### src/rtl/rwarb_pkg.sv
package rwarb_pkg;

  // Bus phase; the numeric values are visible on the top-level port.
  typedef enum logic [1:0] {
    PH_READ  = 2'd0,
    PH_RD2WR = 2'd1,
    PH_WRITE = 2'd2,
    PH_WR2RD = 2'd3
  } busPhase_t;

  // Strobes from the control FSM to the counter datapath.
  typedef struct packed {
    logic clrPeriod;
    logic incPeriod;
    logic loadRd2Wr;
    logic loadWr2Rd;
    logic decTurn;
  } ctlStrobe_t;

  // Flags from the datapath back to the control FSM.
  typedef struct packed {
    logic wrAboveHigh;
    logic wrAtOrBelowLow;
    logic wrEmpty;
    logic rdEmpty;
    logic minWritesMet;
    logic turnDone;
  } dpFlags_t;

endpackage

### src/rtl/rwarb_dpath.sv
module rwarb_dpath
  import rwarb_pkg::*;
#(
  parameter int LEVEL_W      = 6,
  parameter int PERIOD_W     = 6,
  parameter int HIGH_MARK    = 12,
  parameter int LOW_MARK     = 4,
  parameter int MIN_WRITES   = 3,
  parameter int RD2WR_CYCLES = 2,
  parameter int WR2RD_CYCLES = 3
) (
  input  logic                clk,
  input  logic                rstN,
  input  logic [LEVEL_W-1:0]  rdLevel,
  input  logic [LEVEL_W-1:0]  wrLevel,
  input  ctlStrobe_t          ctl,
  output dpFlags_t            flags,
  output logic [PERIOD_W-1:0] periodCount
);

  localparam int TURN_MAX = (RD2WR_CYCLES > WR2RD_CYCLES) ? RD2WR_CYCLES : WR2RD_CYCLES;
  localparam int TURN_W   = (TURN_MAX < 2) ? 1 : $clog2(TURN_MAX);
  localparam logic [TURN_W-1:0]   RD2WR_LOAD = TURN_W'(RD2WR_CYCLES - 1);
  localparam logic [TURN_W-1:0]   WR2RD_LOAD = TURN_W'(WR2RD_CYCLES - 1);
  localparam logic [LEVEL_W-1:0]  HIGH_L     = LEVEL_W'(HIGH_MARK);
  localparam logic [LEVEL_W-1:0]  LOW_L      = LEVEL_W'(LOW_MARK);
  localparam logic [PERIOD_W-1:0] PERIOD_TOP = {PERIOD_W{1'b1}};

  logic [TURN_W-1:0] turnCnt;

  // Turnaround down-counter: loaded with delay-1, state ends when it reads 0.
  always_ff @(posedge clk) begin
    if (!rstN) begin
      turnCnt <= '0;
    end else if (ctl.loadRd2Wr) begin
      turnCnt <= RD2WR_LOAD;
    end else if (ctl.loadWr2Rd) begin
      turnCnt <= WR2RD_LOAD;
    end else if (ctl.decTurn) begin
      turnCnt <= turnCnt - 1'b1;
    end
  end

  // Per-period burst counter, saturating; clear has priority.
  always_ff @(posedge clk) begin
    if (!rstN) begin
      periodCount <= '0;
    end else if (ctl.clrPeriod) begin
      periodCount <= '0;
    end else if (ctl.incPeriod && (periodCount != PERIOD_TOP)) begin
      periodCount <= periodCount + 1'b1;
    end
  end

  // Watermark comparators.
  always_comb begin
    flags.wrAboveHigh    = (wrLevel > HIGH_L);
    flags.wrAtOrBelowLow = (wrLevel <= LOW_L);
    flags.wrEmpty        = (wrLevel == '0);
    flags.rdEmpty        = (rdLevel == '0);
    flags.turnDone       = (turnCnt == '0);
  end

  generate
    if (MIN_WRITES <= 0) begin : g_noMin
      assign flags.minWritesMet = 1'b1;
    end else begin : g_min
      localparam logic [PERIOD_W-1:0] MIN_L = PERIOD_W'(MIN_WRITES);
      assign flags.minWritesMet = (periodCount >= MIN_L);
    end
  endgenerate

  // the FSM never asks to count below zero.
  assert_turn_no_underflow_R6: assert property (@(posedge clk) disable iff (!rstN)
    ctl.decTurn |-> (turnCnt != '0));

  // a clear request leaves the period count at zero.
  assert_period_clear_R10: assert property (@(posedge clk) disable iff (!rstN)
    ctl.clrPeriod |=> (periodCount == '0));

  // a counted burst advances the count by exactly one.
  assert_period_step_R10: assert property (@(posedge clk) disable iff (!rstN)
    (ctl.incPeriod && !ctl.clrPeriod && (periodCount != PERIOD_TOP))
      |=> (periodCount == $past(periodCount) + 1'b1));

endmodule

### src/rtl/rwarb_ctrl.sv
module rwarb_ctrl
  import rwarb_pkg::*;
(
  input  logic       clk,
  input  logic       rstN,
  input  logic       burstIssued,
  input  logic       burstIsWrite,
  input  logic       chanIdle,
  input  dpFlags_t   flags,
  output ctlStrobe_t ctl,
  output busPhase_t  phase,
  output logic       issueGrant
);

  busPhase_t nextPhase;
  logic      startDrain;
  logic      endDrain;

  always_comb begin
    startDrain = chanIdle &&
                 (flags.wrAboveHigh || (flags.rdEmpty && !flags.wrEmpty));
    endDrain   = chanIdle &&
                 (flags.wrEmpty ||
                  (flags.wrAtOrBelowLow && flags.minWritesMet && !flags.rdEmpty));
  end

  always_comb begin
    nextPhase = phase;
    ctl       = '0;
    unique case (phase)
      PH_READ: begin
        if (startDrain) begin
          nextPhase     = PH_RD2WR;
          ctl.clrPeriod = 1'b1;
          ctl.loadRd2Wr = 1'b1;
        end else if (burstIssued && !burstIsWrite) begin
          ctl.incPeriod = 1'b1;
        end
      end
      PH_RD2WR: begin
        if (flags.turnDone) nextPhase = PH_WRITE;
        else                ctl.decTurn = 1'b1;
      end
      PH_WRITE: begin
        if (endDrain) begin
          nextPhase     = PH_WR2RD;
          ctl.clrPeriod = 1'b1;
          ctl.loadWr2Rd = 1'b1;
        end else if (burstIssued && burstIsWrite) begin
          ctl.incPeriod = 1'b1;
        end
      end
      PH_WR2RD: begin
        if (flags.turnDone) nextPhase = PH_READ;
        else                ctl.decTurn = 1'b1;
      end
      default: nextPhase = PH_READ;
    endcase
  end

  always_ff @(posedge clk) begin
    if (!rstN) phase <= PH_READ;
    else       phase <= nextPhase;
  end

  always_comb issueGrant = (phase == PH_READ) || (phase == PH_WRITE);

  // a busy channel pins the steady phases.
  assert_hold_when_busy_R5: assert property (@(posedge clk) disable iff (!rstN)
    ((phase == PH_READ || phase == PH_WRITE) && !chanIdle) |=> (phase == $past(phase)));

  // from reading only reading or the read-to-write turnaround may follow.
  assert_read_exit_legal_R2: assert property (@(posedge clk) disable iff (!rstN)
    (phase == PH_READ) |=> (phase == PH_READ || phase == PH_RD2WR));

  // writing is entered only after the turnaround counter ran out.
  assert_turn_finished_R6: assert property (@(posedge clk) disable iff (!rstN)
    (phase == PH_WRITE && $past(phase) == PH_RD2WR) |-> $past(flags.turnDone));

  // leaving writing needs an empty queue or low mark plus enough writes.
  assert_drain_exit_R8: assert property (@(posedge clk) disable iff (!rstN)
    (phase == PH_WR2RD && $past(phase) == PH_WRITE)
      |-> $past(flags.wrEmpty || (flags.wrAtOrBelowLow && flags.minWritesMet)));

endmodule

### src/rtl/rw_turn_arbiter.sv
module rw_turn_arbiter
  import rwarb_pkg::*;
#(
  parameter int LEVEL_W      = 6,
  parameter int PERIOD_W     = 6,
  parameter int HIGH_MARK    = 12,
  parameter int LOW_MARK     = 4,
  parameter int MIN_WRITES   = 3,
  parameter int RD2WR_CYCLES = 2,
  parameter int WR2RD_CYCLES = 3
) (
  input  logic                clk,
  input  logic                rstN,
  input  logic [LEVEL_W-1:0]  rdLevel,
  input  logic [LEVEL_W-1:0]  wrLevel,
  input  logic                burstIssued,
  input  logic                burstIsWrite,
  input  logic                chanIdle,
  output logic [1:0]          busPhase,
  output logic                issueGrant,
  output logic [PERIOD_W-1:0] periodCount
);

  ctlStrobe_t ctl;
  dpFlags_t   flags;
  busPhase_t  phase;

  rwarb_ctrl u_ctrl (
    .clk          (clk),
    .rstN         (rstN),
    .burstIssued  (burstIssued),
    .burstIsWrite (burstIsWrite),
    .chanIdle     (chanIdle),
    .flags        (flags),
    .ctl          (ctl),
    .phase        (phase),
    .issueGrant   (issueGrant)
  );

  rwarb_dpath #(
    .LEVEL_W      (LEVEL_W),
    .PERIOD_W     (PERIOD_W),
    .HIGH_MARK    (HIGH_MARK),
    .LOW_MARK     (LOW_MARK),
    .MIN_WRITES   (MIN_WRITES),
    .RD2WR_CYCLES (RD2WR_CYCLES),
    .WR2RD_CYCLES (WR2RD_CYCLES)
  ) u_dpath (
    .clk         (clk),
    .rstN        (rstN),
    .rdLevel     (rdLevel),
    .wrLevel     (wrLevel),
    .ctl         (ctl),
    .flags       (flags),
    .periodCount (periodCount)
  );

  assign busPhase = phase;

endmodule

### config.mk
export PLATFORM = sky130hd
export DESIGN_NAME = rw_turn_arbiter
export DESIGN_NICKNAME = d
export VERILOG_FILES = /design/src/rtl/rwarb_pkg.sv /design/src/rtl/rwarb_dpath.sv /design/src/rtl/rwarb_ctrl.sv /design/src/rtl/rw_turn_arbiter.sv
export SDC_FILE = /design/constraint.sdc
export NUM_CORES = 1
export LEC_CHECK = 0
export ABC_AREA = 1
export ABC_CLOCK_PERIOD_IN_PS = 1600
export BUFFER_PORTS_ARGS = -buffer_cell sky130_fd_sc_hd__buf_2
export CAP_MARGIN = 30
export CORE_MARGIN = 5
export CORE_UTILIZATION = 43
export DETAILED_ROUTE_END_ITERATION = 8
export PLACE_DENSITY_LB_ADDON = 0.2
export SLEW_MARGIN = 20
export SYNTH_ARGS = -nofsm -noshare
export SYNTH_HDL_FRONTEND = slang
export SYNTH_SLANG_ARGS = --single-unit
### constraint.sdc
create_clock -name clk -period 1.6 [get_ports clk]
set_clock_uncertainty 0.15 [all_clocks]
set_input_delay 0.24 -clock clk [delete_from_list [all_inputs] [get_ports clk]]
set_output_delay 0.24 -clock clk [all_outputs]
set_load 0.02 [all_outputs]
==> metrics.md <==
| Metric | Value |
|---|---|
| H-tree depth | `1` |
| DP HPWL | `1400 um` |
| Outcome | `finished clean` |
| CTS tree | `yes` |
| Ant diodes | `0` |
| Routed Wire Length | `1830 um` |
| Yosys top cell area share | `0.270` |
| DIE WIDTH | `51.5 um` |
| CTS Buf Count | `3` |
| Synth Area in Adders | `0.101` |
| Residual DRC count | `0` |
| Crit-path max FO | `3` |
| Full die area | `2650 um^2` |
| Kind of critical path | `register to primary output` |
| Synth Net Count | `128` |
| Hold Vio Cnt, Final | `0` |
| Area grow syn2layout | `48.3%` |
| Drt wl/cell | `11.4 um` |
| Chip Height | `51.5 um` |
| Synth async-reset ratio | `0` |
| Largest net degree at the start of global routing | `8` |
| Synth cell types | `19` |
| Vias | `819` |
| RSZ-0062 raised after global routing | `true` |
| Largest family of logic cells by synthesized area | `simple AND/OR/NAND/NOR gates` |
| Highest Clock Rate | `629 MHz` |
| Post-Synth XOR/XNOR Area | `0.0473` |
| Fin nets | `168` |
| Post-synthesis simple-gate area fraction | `0.417` |
| Clk pin slew, worst setup/hold paths | `0.07 ns` |
| Share of cells above drive strength 1 | `0.500` |
| HP Class | `primary input to register` |
| Vias in the first global route | `802` |
| Final Total Pwr | `1.11 mW` |
| CTS sink cnt | `10` |
| Ranking of synthesized cells by area | `dfxtp_1, ha_1, nand3_1` |
| Clock latency at the later pin of the worst-skew pair | `0.26 ns` |
| Synth area leader | `dfxtp_1` |
| First-pass GRT wire length | `3030 um` |
| DRT antenna net count | `0` |
| Power per cell area | `1010 nW/um^2` |
| Setup TNS | `0 ns` |
| Final Critical Period | `1.59 ns` |
| Synthesis-stage register bit count | `10` |
| Fin crit share | `0.994` |
| Core region area | `1690 um^2` |
| Cts hold-fix bufs | `0` |
| Post-synth EDFFs | `0` |
| CTS max path bufs | `2` |
| Syn Inst Count | `105` |
| Io pins | `26` |
| Crit path DAT | `1.20 ns` |
| Max Cap Viol | `0` |
| Final hold slack | `0.0872 ns` |
| Fill count | `149` |
| Yosys warnings | `0` |
| Critical path launch point | `u_ctrl.phase[1]` |
| DRT iter0 DRCs | `10` |
| Remaining Overflow, GRT | `0` |
| Complex-gate fraction of the synthesized area | `0.108` |
| Routability cong. | `0.898` |
| Crit path launch type | `register` |
| Seq/Total Area, Yosys | `0.270` |
| Synthesized area | `741 um^2` |
| Multiplexer share of the synthesized area | `0` |
| Row count | `15` |
| Count of final setup violators | `0` |
| Initial Util | `0.439` |
| Ys flop type | `dfxtp_1` |
| Syn avg cell area | `7.05 um^2` |
| Slew headroom | `0.835` |
| Vias per cell | `5.09` |
| Worst r2r src | `u_dpath.periodCount[1]` |
| CP required | `1.21 ns` |
| Antenna violations before repair | `0` |
| CP endpoint kind | `primary output` |
| Leak pwr | `0.523 nW` |
| Placed insts | `153` |
| Total GRT Usage | `0.150` |
| Synth cell count leaders | `nand2_1, nand3_1, nor2_1` |
| Worst Tran Pin Value | `0.245 ns` |
| Worst VDD drop | `0.000758 V` |
| Drt first pass iters | `4` |
| Root Driver | `clkbuf_4` |
| Fin. max-slew vios | `0` |
| Hold_sp | `rstN` |
| Cell with the most instances after synthesis | `nand2_1` |
| Final Non-Filler Cells | `161` |
| I/O Buffers | `25` |
==> cells in the final DEF (no fill, tap or decap) <==
cell,n
ha_1,3
nand3_2,5
clkbuf_8,1
dfxtp_4,2
nand3_1,12
inv_1,9
a21oi_2,3
buf_6,1
inv_4,2
nand2_4,2
clkbuf_4,3
nand3b_4,1
dfxtp_1,6
xor2_1,4
or2_1,1
o21ai_0,4
ha_4,3
a21boi_1,1
nor2_2,5
nand2_1,13
a21oi_1,6
nor2_1,10
buf_4,10
dfxtp_2,2
o21a_1,1
nand2_2,7
or2_4,1
buf_2,24
nor3_1,2
==> flip-flops by register name, indices dropped and copies added (netlist names) <==
register / cells
u_dpath.periodCount: 6
u_ctrl.phase: 2
u_dpath.turnCnt: 2
==> final cells by class <==
cell class | instances | area [um^2] | area share
clock buffer | 4 | 36.3 | 0.0330
sequential | 10 | 210 | 0.191
inverter | 11 | 46.3 | 0.0421
multi-input combinational | 84 | 578 | 0.526
timing repair buffer | 35 | 206 | 0.188
tap | 17 | 21.3 | 0.0194
==> report_power, final <==
group	total [mW]	leakage [nW]	switching, mW	internal (mW)
registers	0.327	0.0836	0.0351	0.292
logic	0.558	0.418	0.299	0.259
clock network	0.226	0.0210	0.0882	0.138
==> cells by family after synthesis <==
logic type	count (synthesis)
AND/OR/NAND/NOR	59
buffers and inverters	11
XOR/XNOR	4
AO/OA/AOI/OAI	15
flip-flops	10
adder cells (fa/ha/maj)	6
==> metal layers <==
layer,global-route usage,vias up,share of wire
li1,-,423,-
met1,0.152,373,0.42
met2,0.284,15,0.52
met3,0.0287,8,0.029
met4,0.0830,0,0.029
met5,0,-,0
==> critical path: stages (launching register included) <==
cell and delay, ns:
dfxtp_4 0.38, inv_4 0.05, ha_4 0.15, or2_4 0.23, buf_6 0.13
==> what timing repair did <==
| item | CTS | global route |
|---|---|---|
| endpoints found under the hold margin | 0 | 0 |
| buffers inserted | 4 | 0 |
| pin swaps | 0 | 5 |
| resized for setup | 12 | 16 |
| setup endpoints to repair | 1 | 9 |
==> worst paths after layout <==
| kind | to | slack [ns] | cells after the start |
|---|---|---|---|
| min reg2reg | u_ctrl.phase[0] | 0.37 | 2 |
| max | issueGrant | 0.009 | 4 |
| max reg2reg | u_dpath.periodCount[1] | 0.02 | 11 |
| min | u_ctrl.phase[1] | 0.09 | 3 |
==> stage by stage <==
step	util	setup slack [ns]	area, um^2
after global placement	0.554	0.0333	936
after floorplan	-	-0.0219	744
after global routing	0.650	-0.102	1100
after detailed placement	0.554	0.0190	936
final	0.650	0.00914	1100
after CTS	0.617	0.00286	1040
Power figures use the tool's default switching activity.
